File: src/rtl/regbus_xcvr.sv
module regbus_xcvr #(
  parameter int W = 8
) (
  input  logic         clk,
  input  logic         rst_n,
  input  logic         cap_ab,
  input  logic         cap_ba,
  input  logic         sel_ab,
  input  logic         sel_ba,
  input  logic         b_en,
  input  logic         a_en_n,
  input  logic [W-1:0] a_in,
  input  logic         a_in_vld,
  input  logic [W-1:0] b_in,
  input  logic         b_in_vld,
  output logic [W-1:0] a_out,
  output logic         a_oe,
  output logic [W-1:0] b_out,
  output logic         b_oe
);

  logic [W-1:0] reg_ab, reg_ba, a_hold, b_hold;
  logic [W-1:0] a_bus, b_bus, a_eh, b_eh, a_rt, b_rt;
  logic         cap_ab_q, cap_ba_q, run_q, loop;
  logic         ab_fire, ba_fire;

  assign a_oe = ~a_en_n;
  assign b_oe = b_en;
  assign loop = a_oe & b_oe & ~sel_ab & ~sel_ba;

  assign a_eh = a_in_vld ? a_in : a_hold;
  assign b_eh = b_in_vld ? b_in : b_hold;

  assign a_rt = loop ? (b_in_vld ? b_in : a_eh)
                     : (b_in_vld ? b_in : ((b_oe & sel_ab) ? reg_ab : b_hold));
  assign b_rt = loop ? (a_in_vld ? a_in : b_eh)
                     : (a_in_vld ? a_in : ((a_oe & sel_ba) ? reg_ba : a_hold));

  assign a_out = !a_oe ? '0 : (sel_ba ? reg_ba : a_rt);
  assign b_out = !b_oe ? '0 : (sel_ab ? reg_ab : b_rt);

  assign a_bus = a_in_vld ? a_in : (a_oe ? a_out : a_hold);
  assign b_bus = b_in_vld ? b_in : (b_oe ? b_out : b_hold);

  assign ab_fire = cap_ab & ~cap_ab_q;
  assign ba_fire = cap_ba & ~cap_ba_q;

  always_ff @(posedge clk or negedge rst_n) begin
    if (!rst_n) begin
      reg_ab   <= '0;
      reg_ba   <= '0;
      a_hold   <= '0;
      b_hold   <= '0;
      cap_ab_q <= 1'b0;
      cap_ba_q <= 1'b0;
      run_q    <= 1'b0;
    end else begin
      cap_ab_q <= cap_ab;
      cap_ba_q <= cap_ba;
      run_q    <= 1'b1;
      a_hold   <= a_bus;
      b_hold   <= b_bus;
      if (ab_fire) reg_ab <= a_bus;
      if (ba_fire) reg_ba <= b_bus;
    end
  end

  assert_cap_ab_R2: assert property (@(posedge clk) disable iff (!rst_n)
    (cap_ab && !cap_ab_q) |=> (reg_ab == $past(a_bus)));

  assert_cap_ba_R3: assert property (@(posedge clk) disable iff (!rst_n)
    (cap_ba && !cap_ba_q) |=> (reg_ba == $past(b_bus)));

  assert_no_cap_ab_R4: assert property (@(posedge clk) disable iff (!rst_n)
    !(cap_ab && !cap_ab_q) |=> $stable(reg_ab));

  assert_no_cap_ba_R4: assert property (@(posedge clk) disable iff (!rst_n)
    !(cap_ba && !cap_ba_q) |=> $stable(reg_ba));

  assert_loop_hold_R10: assert property (@(posedge clk) disable iff (!rst_n)
    (run_q && loop && !a_in_vld && !b_in_vld) |->
      (a_bus == $past(a_bus)) && (b_bus == $past(b_bus)));

  assert_idle_hold_a_R11: assert property (@(posedge clk) disable iff (!rst_n)
    (run_q && !a_in_vld && !a_oe) |-> (a_bus == $past(a_bus)));

  assert_idle_hold_b_R11: assert property (@(posedge clk) disable iff (!rst_n)
    (run_q && !b_in_vld && !b_oe) |-> (b_bus == $past(b_bus)));

endmodule

File: config.mk
export PLATFORM = sky130hd
export DESIGN_NAME = regbus_xcvr
export DESIGN_NICKNAME = d
export VERILOG_FILES = /design/src/rtl/regbus_xcvr.sv
export SDC_FILE = /design/constraint.sdc
export NUM_CORES = 1
export LEC_CHECK = 0
export ABC_AREA = 0
export BUFFER_PORTS_ARGS = -buffer_cell sky130_fd_sc_hd__buf_2
export CORE_MARGIN = 4
export CORE_UTILIZATION = 40
export DETAILED_ROUTE_END_ITERATION = 6
export SYNTH_ARGS = -nofsm -noshare
export SYNTH_HDL_FRONTEND = slang
export SYNTH_SLANG_ARGS = --single-unit
File: constraint.sdc
create_clock -name clk -period 3.07 [get_ports clk]
set_input_delay 0.614 -clock clk [delete_from_list [all_inputs] [get_ports clk]]
set_output_delay 0.614 -clock clk [all_outputs]
set_load 0.02 [all_outputs]
[After elaboration in Yosys (flattened, before gate mapping)]
Cells that the tools add are included.
Cells by class
  mux-type cells: 18
  bitwise logic cells: 12
Operator list (count)
  8-bit two-way mux: 18
  1-bit AND: 7
  1-bit NOT: 5
Storage, ports and cells
  register bits after elaboration: 34
  input bits: 26
  output and inout bits: 18
  logic and storage cells: 36

[Depth between registers and ports, before layout]
Gate-level depths: netlist of run 1.
  word-level depth: 9
  depth in mapped cells: 6
  depth with buffers taken out: 4

[Worst setup path before layout of run 1]
OpenSTA, ideal clock, no wires.
  kind: input to output
  from: in a_in_vld
  to: out b_out[7]
  arrival time: 1.830 ns
  data required time: 2.456 ns
  setup slack: 0.626 ns
  cell stages on the path: 5
  buffers on the path: 1
  cells stage by stage: or3b_1 > or3_1 > buf_2 > o22a_1 > nand2_1
On the way
  word-level cells in the longest chain between the ends: 4
  elaborated cells between the ends (all ways): 5
  classes of those cells: mux: 5
RTL lines
  from (decl): line 13  | input logic a_in_vld,
  8-bit two-way mux, on equally long branches: line 37, 36
  8-bit two-way mux *: line 36  | assign b_rt = loop ? (a_in_vld ? a_in : b_eh)
  8-bit two-way mux * (2 in series): line 40  | assign b_out = !b_oe ? '0 : (sel_ab ? reg_ab : b_rt);
  to (decl): line 18  | output logic [W-1:0] b_out,
Mark *: on every way between the ends. The rest lies on a longest branch, timed or not.

[Final worst setup path of run 1]
Ends and elaborated chain as after synthesis.

==> results of run 1 <==
[worst register-to-register path: stages (launching register included)]
cell,delay (ns)
dfrtp_1,0.37
nand2b_1,0.30
a2111oi_0,0.44
a21oi_1,0.13
[power by group through the flow]
stage | sequential [mW] | clock [mW] | combinational (mW)
global placement | 0.573 | 0 | 0.356
floorplan | 0.552 | 0 | 0.255
finish | 0.565 | 0.327 | 0.355
detailed placement | 0.573 | 0 | 0.357
global route | 0.574 | 0.353 | 0.402
CTS | 0.565 | 0.332 | 0.358
[synthesized netlist by cell type (all sizes together)]
master / instances / area (um^2)
o22a: 16 / 140
or3b: 1 / 8.76
or3: 1 / 6.26
nand2: 33 / 124
a211oi: 8 / 60.1
clkbuf: 16 / 61.3
buf: 6 / 30.0
nor2b: 18 / 113
a21o: 16 / 120
a21oi: 40 / 200
nand2b: 10 / 62.6
mux2i: 32 / 320
nor2: 8 / 30.0
and3: 8 / 50.1
a31oi: 8 / 50.1
nand3b: 17 / 128
a2111oi: 8 / 70.1
dfrtp: 34 / 851
o21bai: 1 / 7.51
nor3: 1 / 5.00
o21ai: 9 / 45.0
inv: 1 / 3.75
clkinv: 1 / 3.75
[final timing paths]
check | start | endpoint | cells after the start
hold / removal | rst_n | a_hold[1] | 1
min in group clk | cap_ba | cap_ba_q | 1
setup reg to reg | cap_ab_q | reg_ab[7] | 3
setup / recovery | a_in_vld | b_out[7] | 6
hold reg to reg | reg_ab[7] | reg_ab[7] | 2
max in group asynchronous | rst_n | reg_ba[6] | 1
[stage by stage]
stage                     instances  total power [mW]  worst slack (ns)
after floorplan                 293             0.807             0.626
after global placement          398             0.929             0.332
after detailed placement        398             0.930             0.341
after CTS                       405              1.25             0.335
after global routing            405              1.33             0.241
final                           405              1.25             0.348
[cell type report]
class / instances / area share
flip-flops and latches: 34 / 0.298
clock buffers: 7 / 0.0268
repair buffers: 52 / 0.0992
multi-input cells: 235 / 0.540
well taps: 75 / 0.0329
inverters: 2 / 0.00263
[routing by layer]
| layer | up-vias | routed length, um | global-route usage |
|---|---|---|---|
| li1 | 1154 | - | - |
| met1 | 1110 | 3070 | 0.259 |
| met2 | 49 | 3400 | 0.333 |
| met3 | 8 | 324 | 0.0464 |
| met4 | 0 | 65 | 0.0397 |
| met5 | - | 0 | 0 |
[kinds of logic (layout without fill, tap and decap cells)]
family                 Yosys count  after routing  synth area share
AO/OA/AOI/OAI                  106            106             0.278
buffers and inverters           24             61            0.0397
flip-flops                      34             34             0.342
multiplexers                    32             32             0.129
AND/OR/NAND/NOR                 97             97             0.212
[sequential cells by signal, summed over array words and instances, names as in the netlist]
name and count:
cap_ab_q 1, reg_ba 8, b_hold 8, reg_ab 8
a_hold 8, cap_ba_q 1
==> results.py, run 1 <==
metrics = {
    "power": {
        "switching_share": 0.346,
        "combPwrFrac": 0.285,
        "clock_power_share": 0.262,
        "p_switching_mw": 0.431,
        "intPower_mw": 0.816,
        "sequentialPowerShare": 0.453,
        "leakage_nw": 1.37,
        "worst_ir_drop_vdd_uv": 201,
        "power_density_nw_per_um2": 437,
    },
    "sta": {
        "finalSetupViolCount": 0,
        "rsz0062_at_grt": "no",
        "hold_viol": 0,
        "timing.final.crit_share": 0.887,
        "period_needed_ns": 2.72,
        "slew_violations": 0,
        "max_slew_margin": 0.448,
        "fmax_mhz": 367,
        "finClkSkew_ns": 0.00696,
        "fin_hold_ws_ns": 0.412,
        "tightest_slew_ns": 0.827,
        "setup_tns_ns": 0,
    },
    "placed_design": {
        "place_area_um2": 2780,
        "place.gp.congestion": 0.868,
        "dp_hpwl_mm": 5.00,
        "place.port_buffers": 43,
    },
    "clocking": {
        "cts.clk_slew.worst_paths_ns": 0.07,
        "cts_tree": "done",
        "post_cts_buffers": 0,
        "cts.path.max_buffers": 2,
        "cts_max_level": 2,
        "cts-buffers-inserted": 5,
        "clock_sinks": 34,
        "cts_hold_buf": 0,
        "clk_latency_ns": 0.29,
        "cts_resized": 0,
        "cts_root_buf": "clkbuf_8",
    },
    "critical_path": {
        "slowest_delay_ns": 0.48,
        "slowest_stage": "or3_1",
        "start_kind": "primary input",
        "cp_common_cell": "buf_2",
        "cp.required_ns": 2.46,
        "r2r_slack_ns": 1.71,
        "cp-end-kind": "output pin",
        "path_cells": "buf_2, or3b_1, or3_1, o22a_1, nand2_1, buf_2",
        "crit_arrival_ns": 2.11,
        "worst-path-buf-inv": 2,
        "path_max_fanout": 8,
        "path_class": "primary input to output pin",
        "path_delay_family": "simple AND/OR/NAND/NOR gates",
    },
    "final_layout": {
        "final_core_util": 0.476,
        "layout_commonest_cell": "buf_2",
        "area_growth_pct": 14.5,
        "fillCellCount": 602,
        "fin_area_um2": 2850,
        "seq_area_um2": 851,
        "nNetsFinal": 356,
        "antennaDiodeCount": 0,
        "multiInputGateArea_um2": 1540,
        "drive_above_1_share": 0.173,
        "final_cell_mix": "buf_2, a21oi_1, dfrtp_1",
    },
    "drt": {
        "wirelength_mm": 6.86,
        "dr.first_iter.drc_count": 132,
        "wl_per_cell_um": 16.9,
        "vias": 2321,
        "ant_nets": 0,
        "drc": 0,
        "first_pass_iters": 4,
        "via_per_inst": 5.73,
    },
    "floorplan": {
        "die_x_um": 86.9,
        "dieArea_um2": 7550,
        "die_y_um": 86.9,
        "core_um2": 5990,
        "design.portCount": 44,
        "std_cell_rows": 28,
        "start_util": 0.416,
    },
    "global_route": {
        "grt_pass1_vias": 2355,
        "grt-ovfl-total": 0,
        "grt_pass1_wl_mm": 11.6,
        "grt_max_degree": 41,
        "grt_usage": 0.198,
        "antenna_found_initial": 0,
    },
    "synth": {
        "netlist_area_um2": 2490,
        "ys_types": 27,
        "synth_seq_area_share": 0.342,
        "synth-seq-cells": 34,
        "syn-instance-count": 293,
        "syn_area_per_cell_um2": 8.50,
        "yosys_warnings": 0,
        "syn-num-nets": 319,
    },
    "flow_run": {
        "maxCapViolCount": 0,
    },
    "outcome": {
        "status": "complete, no violations",
    },
    "hold_path": {
        "hold_path.class": "primary input to asynchronous set/reset pin",
    },
}
No activity file was read; power rests on OpenSTA's default activity.
==> inputs of run 2 (changes only) <==
- MAX_ROUTING_LAYER: default -> met4
- PLACE_DENSITY_LB_ADDON: default -> 0.12
==> results.py, run 2 (synthesized netlist as in run 1, its figures left out) <==
metrics = {
    "outcome": {
        "status": "complete, no violations",
    },
    "placed_design": {
        "place.gp.congestion": 0.803,
        "place.port_buffers": 43,
        "place_ws_ns": 0.296,
        "dp_hpwl_mm": 5.10,
    },
    "sta": {
        "fmax_mhz": 361,
        "tightest_slew_ns": 0.821,
        "hold_viol": 0,
        "max_slew_margin": 0.452,
        "period_needed_ns": 2.77,
        "worst_slack_ns": 0.301,
        "setup_tns_ns": 0,
        "slew_violations": 0,
        "rsz0062_at_grt": "no",
        "finalSetupViolCount": 0,
        "fin_hold_ws_ns": 0.406,
        "finClkSkew_ns": 0.0119,
        "timing.final.crit_share": 0.902,
    },
    "clocking": {
        "cts.clk_slew.worst_paths_ns": 0.08,
        "cts_tree": "done",
        "cts_hold_buf": 0,
        "cts.path.max_buffers": 2,
        "cts_resized": 0,
        "cts-buffers-inserted": 5,
        "cts_root_buf": "clkbuf_8",
        "clock_sinks": 34,
        "clk_latency_ns": 0.30,
        "post_cts_buffers": 0,
        "cts_max_level": 2,
    },
    "critical_path": {
        "rr_worst_depth": 3,
        "cp-end-kind": "output pin",
        "crit_start": "a_in_vld",
        "slowest_stage": "or3_1",
        "path_max_fanout": 8,
        "path_cells": "buf_2, or3b_1, or3_1, o22a_1, nand2_1, buf_2",
        "path_class": "primary input to output pin",
        "cp.required_ns": 2.46,
        "slowest_delay_ns": 0.51,
        "start_kind": "primary input",
        "cp_common_cell": "buf_2",
        "crit_arrival_ns": 2.16,
        "timing.rr.start": "cap_ab_q",
    },
    "power": {
        "leakage_nw": 1.38,
        "switching_share": 0.345,
        "p_switching_mw": 0.442,
        "power_density_nw_per_um2": 448,
        "worst_ir_drop_vdd_uv": 236,
        "clock_power_share": 0.282,
        "sequentialPowerShare": 0.438,
        "intPower_mw": 0.841,
        "combPwrFrac": 0.280,
    },
    "floorplan": {
        "std_cell_rows": 28,
        "start_util": 0.416,
        "core_um2": 5990,
        "design.portCount": 44,
        "dieArea_um2": 7550,
        "die_x_um": 86.9,
        "die_y_um": 86.9,
    },
    "drt": {
        "vias": 2345,
        "ant_nets": 0,
        "first_pass_iters": 4,
        "via_per_inst": 5.78,
        "dr.first_iter.drc_count": 131,
        "wirelength_mm": 7.20,
        "drc": 0,
        "wl_per_cell_um": 17.7,
    },
    "global_route": {
        "grt_pass1_wl_mm": 11.7,
        "grt_max_degree": 41,
        "antenna_found_initial": 0,
        "grt_usage": 0.208,
        "grt_pass1_vias": 2371,
        "grt-ovfl-total": 0,
    },
    "final_layout": {
        "drive_above_1_share": 0.178,
        "layout_commonest_cell": "buf_2",
        "antennaDiodeCount": 0,
        "fillCellCount": 625,
        "seq_area_um2": 851,
        "multiInputGateArea_um2": 1540,
        "nNetsFinal": 356,
        "final_cell_mix": "buf_2, a21oi_1, dfrtp_1",
        "area_growth_pct": 15.1,
    },
    "hold_path": {
        "hold_path.class": "primary input to asynchronous set/reset pin",
    },
    "flow_run": {
        "maxCapViolCount": 0,
    },
}
run 2: cell types whose count changed in the layout (fill, tap and decap cells not counted):
| cell | change |
|---|---|
| clkbuf_1 | -1 |
| clkbuf_8 | +1 |
| clkinv_2 | +1 |
run 2: routing by layer:
metal	GRT usage	vias to the layer above	part of all wire
met5	-	-	0
met4	0.0708	0	0.024
met3	0.0293	13	0.035
met2	0.346	50	0.49
met1	0.257	1126	0.45
li1	-	1156	-
run 2: worst max-delay path, delay by kind of cell:
kind / cells / cell delay [ns]
AO/OA/AOI/OAI: 1 / 0.31
AND/OR/NAND/NOR: 3 / 0.95
buffers and inverters: 2 / 0.26
run 2: area by class of cell:
| type | count | share of cell area |
|---|---|---|
| Clock buffer | 7 | 0.0301 |
| Clock inverter | 1 | 0.00175 |
| Inverter | 2 | 0.00262 |
| Multi-Input combinational cell | 235 | 0.537 |
| Sequential cell | 34 | 0.297 |
| Tap cell | 75 | 0.0327 |
| Timing Repair Buffer | 52 | 0.0986 |
run 2: path summary, 6_finish.rpt:
| kind | slack, ns | end |
|---|---|---|
| worst max-delay path | 0.30 | b_out[0] |
| worst min-delay path | 0.41 | a_hold[3] |
| min in group clk | 0.44 | cap_ab_q |
| max in group asynchronous | 2.14 | a_hold[0] |
| worst max register to register | 1.68 | reg_ab[7] |
| worst min register to register | 0.60 | reg_ab[2] |
run 2: power groups by stage:
stage / logic, mW / clock network [mW] / registers, mW
after CTS: 0.362 / 0.369 / 0.563
after floorplan: 0.255 / 0 / 0.552
after detailed placement: 0.361 / 0 / 0.572
after global placement: 0.357 / 0 / 0.573
after global routing: 0.401 / 0.391 / 0.571
final: 0.359 / 0.362 / 0.563
run 2: stage by stage:
step	utilization	total power [mW]	instance area [um^2]	std cells
after detailed placement	0.463	0.933	2780	398
final	0.478	1.28	2870	406
after global placement	0.463	0.930	2780	398
after floorplan	-	0.807	2490	293
after CTS	0.478	1.29	2870	406
after global routing	0.478	1.36	2870	406
